## config.mk

```make
export PLATFORM = sky130hd
export DESIGN_NAME = excpend_ctrl
export DESIGN_NICKNAME = d
export VERILOG_FILES = /design/src/rtl/excpend_pkg.sv /design/src/rtl/prio_pick.sv /design/src/rtl/exc_cfg_regs.sv /design/src/rtl/excpend_ctrl.sv
export SDC_FILE = /design/constraint.sdc
export NUM_CORES = 1
export LEC_CHECK = 0
export BUFFER_PORTS_ARGS = -buffer_cell sky130_fd_sc_hd__buf_2
export CAP_MARGIN = 10
export CORE_ASPECT_RATIO = 0.9
export CORE_MARGIN = 4
export CORE_UTILIZATION = 58
export CTS_CLUSTER_SIZE = 12
export DETAILED_ROUTE_END_ITERATION = 10
export PLACE_DENSITY = 0.78
export SKIP_LAST_GASP = 1
export SLEW_MARGIN = 20
export SYNTH_ARGS = -nofsm -noshare
export SYNTH_HDL_FRONTEND = slang
export SYNTH_SLANG_ARGS = --single-unit
```

## constraint.sdc

```tcl
create_clock -name clk -period 38.8 [get_ports clk]
set_clock_uncertainty 0.15 [all_clocks]
set_input_delay 3.88 -clock clk [delete_from_list [all_inputs] [get_ports clk]]
set_output_delay 3.88 -clock clk [all_outputs]
set_load 0.01 [all_outputs]
```

## src/rtl/excpend_pkg.sv

```systemverilog
package excpend_pkg;
  localparam int NUM_W          = 9;   // width of exception number fields
  localparam int STAT_DEFER_BIT = 28;  // status bit that pends the deferred source
  localparam int A_STAT  = 0;
  localparam int A_PEND  = 1;
  localparam int A_EN    = 2;
  localparam int A_MASK  = 3;
  localparam int A_PRIO0 = 4;
  typedef logic [NUM_W-1:0] exc_num_t;
endpackage

```

## src/rtl/prio_pick.sv

```systemverilog
// Finds the most urgent requester; ties resolve to the lowest index.
module prio_pick #(
  parameter int N  = 8,
  parameter int PW = 8,
  localparam int IDX_W = (N > 1) ? $clog2(N) : 1
) (
  input  logic [N-1:0]         req,
  input  logic [N-1:0][PW-1:0] prio,
  output logic                 hit,
  output logic [IDX_W-1:0]     idx,
  output logic [PW-1:0]        best
);
  always_comb begin
    hit  = 1'b0;
    idx  = '0;
    best = '1;
    for (int i = 0; i < N; i++) begin
      if (req[i] && (!hit || prio[i] < best)) begin
        hit  = 1'b1;
        idx  = IDX_W'(i);
        best = prio[i];
      end
    end
  end
endmodule

```

## src/rtl/exc_cfg_regs.sv

```systemverilog
// Enable bits, per-source priorities and the global mask.
module exc_cfg_regs
  import excpend_pkg::*;
#(
  parameter int N  = 8,
  parameter int PW = 8,
  parameter int AW = 6
) (
  input  logic                 clk,
  input  logic                 rst,
  input  logic                 wr,
  input  logic [AW-1:0]        addr,
  input  logic [31:0]          wdata,
  output logic [N-1:0]         en_q,
  output logic [N-1:0][PW-1:0] prio_q,
  output logic                 mask_q
);
  always_ff @(posedge clk) begin
    if (rst) begin
      en_q   <= '0;
      mask_q <= 1'b0;
    end else if (wr) begin
      if (addr == AW'(A_EN)) en_q <= wdata[N-1:0];
      if (addr == AW'(A_MASK)) begin
        if (wdata[0])      mask_q <= 1'b1;
        else if (wdata[1]) mask_q <= 1'b0;
      end
    end
  end

  for (genvar g = 0; g < N; g++) begin : g_prio
    always_ff @(posedge clk) begin
      if (rst)                                    prio_q[g] <= '0;
      else if (wr && addr == AW'(A_PRIO0 + g))    prio_q[g] <= wdata[PW-1:0];
    end
  end
endmodule

```

## src/rtl/excpend_ctrl.sv

```systemverilog
module excpend_ctrl
  import excpend_pkg::*;
#(
  parameter int N  = 8,
  parameter int PW = 8,
  parameter int AW = 6,
  localparam int IDX_W = (N > 1) ? $clog2(N) : 1,
  localparam int LVL_W = PW + 1,
  localparam int DEFER_IDX = N - 1
) (
  input  logic           clk,
  input  logic           rst,
  input  logic [N-1:0]   irq_req,
  input  logic           reg_wr,
  input  logic [AW-1:0]  reg_addr,
  input  logic [31:0]    reg_wdata,
  output logic [31:0]    reg_rdata,
  input  logic           exc_take,
  input  logic           exc_ret,
  output logic           exc_valid,
  output logic [8:0]     exc_num,
  output logic [8:0]     act_num,
  output logic           tail_chain
);
  localparam logic [LVL_W-1:0] THREAD_LVL = {1'b1, {PW{1'b0}}};

  logic [N-1:0]         pend_q, act_q, en_q;
  logic [N-1:0][PW-1:0] prio_q;
  logic                 mask_q;
  exc_num_t             act_num_q;
  logic                 chain_q;
  logic [31:0]          rdata_q;
  wire                  unused_wdata = ^reg_wdata;

  exc_cfg_regs #(.N(N), .PW(PW), .AW(AW)) u_cfg (
    .clk(clk), .rst(rst), .wr(reg_wr), .addr(reg_addr), .wdata(reg_wdata),
    .en_q(en_q), .prio_q(prio_q), .mask_q(mask_q)
  );

  // Eligible pending sources and their winner
  logic [N-1:0]     elig;
  logic             w_hit, c_hit, r_hit;
  logic [IDX_W-1:0] w_idx, c_idx, r_idx;
  logic [PW-1:0]    w_prio, c_prio, r_prio;
  assign elig = pend_q & en_q & ~act_q & {N{~mask_q}};

  prio_pick #(.N(N), .PW(PW)) u_win (.req(elig), .prio(prio_q),
    .hit(w_hit), .idx(w_idx), .best(w_prio));

  // Running level and the level left after a return
  logic [N-1:0] cur_oh, rem_act, w_oh;
  prio_pick #(.N(N), .PW(PW)) u_cur (.req(act_q), .prio(prio_q),
    .hit(c_hit), .idx(c_idx), .best(c_prio));
  assign cur_oh  = c_hit ? (N'(1) << c_idx) : '0;
  assign rem_act = act_q & ~cur_oh;
  prio_pick #(.N(N), .PW(PW)) u_rem (.req(rem_act), .prio(prio_q),
    .hit(r_hit), .idx(r_idx), .best(r_prio));

  logic [LVL_W-1:0] cur_lvl, rem_lvl, win_lvl;
  assign cur_lvl = c_hit ? {1'b0, c_prio} : THREAD_LVL;
  assign rem_lvl = r_hit ? {1'b0, r_prio} : THREAD_LVL;
  assign win_lvl = {1'b0, w_prio};
  assign w_oh    = N'(1) << w_idx;

  logic preempt, chain_ok, do_ret, do_take;
  assign preempt  = w_hit && (win_lvl < cur_lvl);
  assign chain_ok = w_hit && (win_lvl < rem_lvl);
  assign do_ret   = exc_ret && c_hit;
  assign do_take  = exc_take && !do_ret && preempt;

  // Next active set, active number and pending clears
  logic [N-1:0] act_nxt, clr, set;
  exc_num_t     num_nxt;
  always_comb begin
    act_nxt = act_q;
    clr     = '0;
    num_nxt = act_num_q;
    if (do_ret) begin
      act_nxt = rem_act;
      num_nxt = r_hit ? exc_num_t'(r_idx) + 1'b1 : '0;
      if (chain_ok) begin
        act_nxt = rem_act | w_oh;
        clr     = w_oh;
        num_nxt = exc_num_t'(w_idx) + 1'b1;
      end
    end else if (do_take) begin
      act_nxt = act_q | w_oh;
      clr     = w_oh;
      num_nxt = exc_num_t'(w_idx) + 1'b1;
    end
  end

  always_comb begin
    set = irq_req;
    if (reg_wr && reg_addr == AW'(A_PEND)) set = set | reg_wdata[N-1:0];
    if (reg_wr && reg_addr == AW'(A_STAT) && reg_wdata[STAT_DEFER_BIT])
      set[DEFER_IDX] = 1'b1;
  end

  // Read mux
  logic [31:0] rd_mux;
  always_comb begin
    rd_mux = '0;
    if (reg_addr == AW'(A_STAT)) begin
      rd_mux[NUM_W-1:0]     = act_num_q;
      rd_mux[STAT_DEFER_BIT] = pend_q[DEFER_IDX];
    end else if (reg_addr == AW'(A_PEND)) rd_mux[N-1:0] = pend_q;
    else if (reg_addr == AW'(A_EN))       rd_mux[N-1:0] = en_q;
    else if (reg_addr == AW'(A_MASK))     rd_mux[0]     = mask_q;
    for (int i = 0; i < N; i++)
      if (reg_addr == AW'(A_PRIO0 + i)) rd_mux[PW-1:0] = prio_q[i];
  end

  always_ff @(posedge clk) begin
    if (rst) begin
      pend_q    <= '0;
      act_q     <= '0;
      act_num_q <= '0;
      chain_q   <= 1'b0;
      rdata_q   <= '0;
    end else begin
      pend_q    <= (pend_q & ~clr) | set;
      act_q     <= act_nxt;
      act_num_q <= num_nxt;
      chain_q   <= do_ret && chain_ok;
      rdata_q   <= rd_mux;
    end
  end

  assign exc_valid  = preempt;
  assign exc_num    = preempt ? exc_num_t'(w_idx) + 1'b1 : '0;
  assign act_num    = act_num_q;
  assign tail_chain = chain_q;
  assign reg_rdata  = rdata_q;
endmodule

```

==> flow_summary_export.csv <==
group,metric,value,unit
run_status,outcome,"finished clean",
global_route,grt_pass1_vias,11946,
place,hpwlAfterDp,33.4,mm
synthesis,synth-xor-area-share,0.0697,%
global_route,grtUsageMet2,51.4,%
cts,cts_hold_buf,0,
sta,worst_slack,3.08,ns
pwr,peakVddDrop,0.0258,mV
pwr,p_leak,6.85,nW
global_route,grt_antenna_before_repair,0,
sta,fin_crit,35.72,ns
sta,maxSlewHeadroom,25.0,%
worst_setup_path,crit_required,38.96,ns
routing,avgRoutedWirePerCell,21.5,um
synthesis,synth.mux.area_fraction,13.7,%
routing,wl,42.3,mm
sta,max_freq,28.0,MHz
sta,setup_violations,0,
synthesis,synth_edf_count,0,
min_path,hp-start,"u_cfg.en_q[1]$_SDFFE_PP0P_",
worst_setup_path,path_delay_family,"compound AO/OA/AOI/OAI gates",
synthesis,synth_top_family_by_area,"compound AO/OA/AOI/OAI gates",
min_path,whs_path_depth,2,
floorplanning,num_io_pins,103,
cts,clk_latency,0.37,ns
cts,cts_resized,0,
synthesis,yosys.cell_types.count,101,
global_route,overflow,0,
worst_setup_path,crit_arrival,35.88,ns
floorplanning,dieArea,24100,um^2
worst_setup_path,rrSetupSlack,3.08,ns
synthesis,synth-seq-area-share,16.4,%
worst_setup_path,slowest_stage,"o31ai_1",
synthesis,synth_seq_cells,103,
finish,layout_commonest_cell,"nor2_1",
worst_setup_path,crit_path_max_fanout,16,
cts,numCtsBuffers,9,
synthesis,synth.cell_area,12600,um^2
synthesis,synthAdderAreaFrac,15.2,%
routing,vias,12913,
finish,final-seq-area,2060,um^2
synthesis,synth_compound_area_share,25.0,%
global_route,grt_util_met1,48.7,%
synthesis,ys.flop_type,"dfxtp_1",
floorplanning,core,21100,um^2
cts,cts-root-buf,"clkbuf_16",
global_route,grt_util_met3,7.30,%
sta,rsz0062_at_grt,"false",
place,port_buffers,46,
finish,antenna_cells,0,
finish,drive_above_1_share,10.4,%
place,place_congestion,1.06,
floorplanning,rows,50,
sta,finalMaxSlewViolations,0,
worst_setup_path,timing.rr.start,"act_q[0]$_SDFFE_PP0P_",
finish,multi_input_area,9550,um^2
synthesis,syn-instance-count,1684,
cts,clkSinkCount,103,
worst_setup_path,cpPeakStageDelay,0.96,ns
synthesis,yosys.area_share.simple,20.7,%
worst_setup_path,critPathKind,"reg2reg",
worst_setup_path,r2r_end,"act_num[2]$_SDFFE_PP0P_",
worst_setup_path,cp-end-kind,"flop",
floorplanning,start_util,59.6,%
finish,layout_common_cells,"195 x nor2_1, 159 x a21oi_1, 152 x ha_1, 142 x inv_1, 141 x nand2_1",
routing,drc,0,
cts,cts_tree,"yes",
finish,synthToLayoutAreaGrowth,4.82,%
routing,antenna_left,0,
routing,drt_first_pass_iters,6,
worst_setup_path,critPathBufInv,15,
routing,drtIter0Drc,1840,
sta,tns,0,ns
floorplanning,dieWidth,163,um
synthesis,async_reset_ff_share,0,%
finish,fill_cells,1925,
place,dp_slack,4.26,ns
global_route,grt_use_total,34.5,%
min_path,holdPathEnd,"u_cfg.en_q[1]$_SDFFE_PP0P_",
finish,nNetsFinal,1878,
cts,clk_pin_slew_worst_paths,0.09,ns
global_route,grt_max_degree,56,
synthesis,avgSynthCellArea,7.46,um^2
routing,via_per_inst,6.57,
global_route,grt_pass1_wl,65.9,mm
cts,post_cts_buffers,0,
min_path,holdCritPathClass,"reg2reg",
worst_setup_path,worst_setup_path_start_kind,"flop",
job,drv_cap,0,
sta,tightest_slew,1.12,ns
pwr,power_density,17.4,nW/um^2
sta,finalHoldViolCount,0,
synthesis,ys_warn_count,0,
sta,fin_crit_sh,92.1,%
worst_setup_path,r2r_cells,155,
worst_setup_path,cpMostUsedCell,"a21oi_1",
floorplanning,die_h,148,um
cts,clk_path_buf_depth,2,
global_route,grt.busiest_layer,"met2",
cts,cts_max_level,3,
## through the flow
step	instances	hold WS [ns]	instance area (um^2)	util (%)	power, W
global route	1966	0.344	13200	62.5	0.000236
finish	1966	0.323	13200	62.5	0.000229
CTS	1966	0.318	13100	62.4	0.000229
global placement	1950	0.298	12800	60.8	0.000134
floorplan	1716	0.290	12700	-	0.000129
detailed placement	1950	0.310	12800	60.8	0.000134
## worst min-delay path, cell delays in order (launching register included)
cell     delay (ns)
dfxtp_1        0.33
nand2_1        0.06
a21oi_1        0.05
## final cells by class
type                            instances  share of cell area [%]
Multi-Input combinational cell       1355                    72.5
Sequential cell                       103                    15.7
Inverter                              145                    4.13
Tap cell                              286                    2.72
Timing Repair Buffer                   61                    2.62
Clock buffer                            9                    1.71
Clock inverter                          7                   0.693
## worst max-delay path by stage
stage | depth (start not counted) | start | to | slack (ns)
finish | 155 | act_q[0]$_SDFFE_PP0P_ | act_num[2]$_SDFFE_PP0P_ | 3.08
floorplan | 169 | act_q[0]$_SDFFE_PP0P_ | pend_q[0]$_SDFF_PP0_ | 10.26
CTS | 156 | act_q[0]$_SDFFE_PP0P_ | act_num[2]$_SDFFE_PP0P_ | 4.10
global placement | 155 | act_q[0]$_SDFFE_PP0P_ | act_num[2]$_SDFFE_PP0P_ | 4.88
detailed placement | 156 | act_q[0]$_SDFFE_PP0P_ | act_num[2]$_SDFFE_PP0P_ | 4.26
global route | 157 | act_q[0]$_SDFFE_PP0P_ | act_num[2]$_SDFFE_PP0P_ | 0.81
## synthesized netlist by cell type (5+ instances only)
library cell / number / area [um^2]
a211o_1: 6 / 52.6
buf_4: 35 / 263
or3_1: 11 / 68.8
mux2_2: 35 / 394
dfxtp_1: 103 / 2060
mux4_2: 12 / 270
nor2b_1: 19 / 119
o211ai_1: 9 / 67.6
buf_2: 6 / 30.0
o21a_1: 23 / 173
and2_1: 13 / 81.3
inv_1: 142 / 533
buf_1: 5 / 18.8
o211a_1: 5 / 50.1
nand2b_1: 18 / 113
a21oi_1: 160 / 801
ha_1: 152 / 1900
nand4_1: 16 / 100
nor3_1: 40 / 200
nor4b_1: 5 / 43.8
a31oi_1: 13 / 81.3
o2111ai_1: 7 / 61.3
nor3b_1: 5 / 37.5
a22oi_1: 16 / 120
and4_1: 8 / 70.1
a311oi_1: 7 / 61.3
nand2_1: 141 / 529
nor4_1: 6 / 37.5
a211oi_1: 11 / 82.6
and3_1: 10 / 62.6
clkbuf_1: 66 / 248
o21bai_1: 5 / 37.5
mux2i_1: 101 / 1010
nor2_1: 199 / 747
or2_2: 6 / 37.5
a21o_1: 37 / 278
o21ai_0: 71 / 355
o21ai_1: 8 / 40.0
a31o_2: 7 / 61.3
o31ai_1: 11 / 82.6
a21boi_0: 5 / 37.5
nand3_1: 31 / 155
## metal layers
layer	vias to the layer above	part of all wire, %
li1	6002	-
met1	6006	41
met2	773	42
met3	132	12
met4	0	4.6
met5	-	0
## kinds of logic after synthesis
group,count (synthesis)
AND/OR/NAND/NOR,551
multiplexers,152
other,1
adder cells (fa/ha/maj),153
buffers and inverters,258
AO/OA/AOI/OAI,465
XOR/XNOR,1
flip-flops,103
## power by group
part	total (W)	internal [W]	switching, W
registers	0.000108	0.000107	0.00000155
clock network	0.0000963	0.0000463	0.0000500
logic	0.0000244	0.00000749	0.0000169
## registers in the layout, summed over array words and instances (netlist names)
register	cells
u_cfg.prio_q	64
reg_rdata	9
pend_q	8
u_cfg.en_q	8
act_num	4
tail_chain	1
act_q	8
u_cfg.mask_q	1
(Power assumes the default switching activity.)
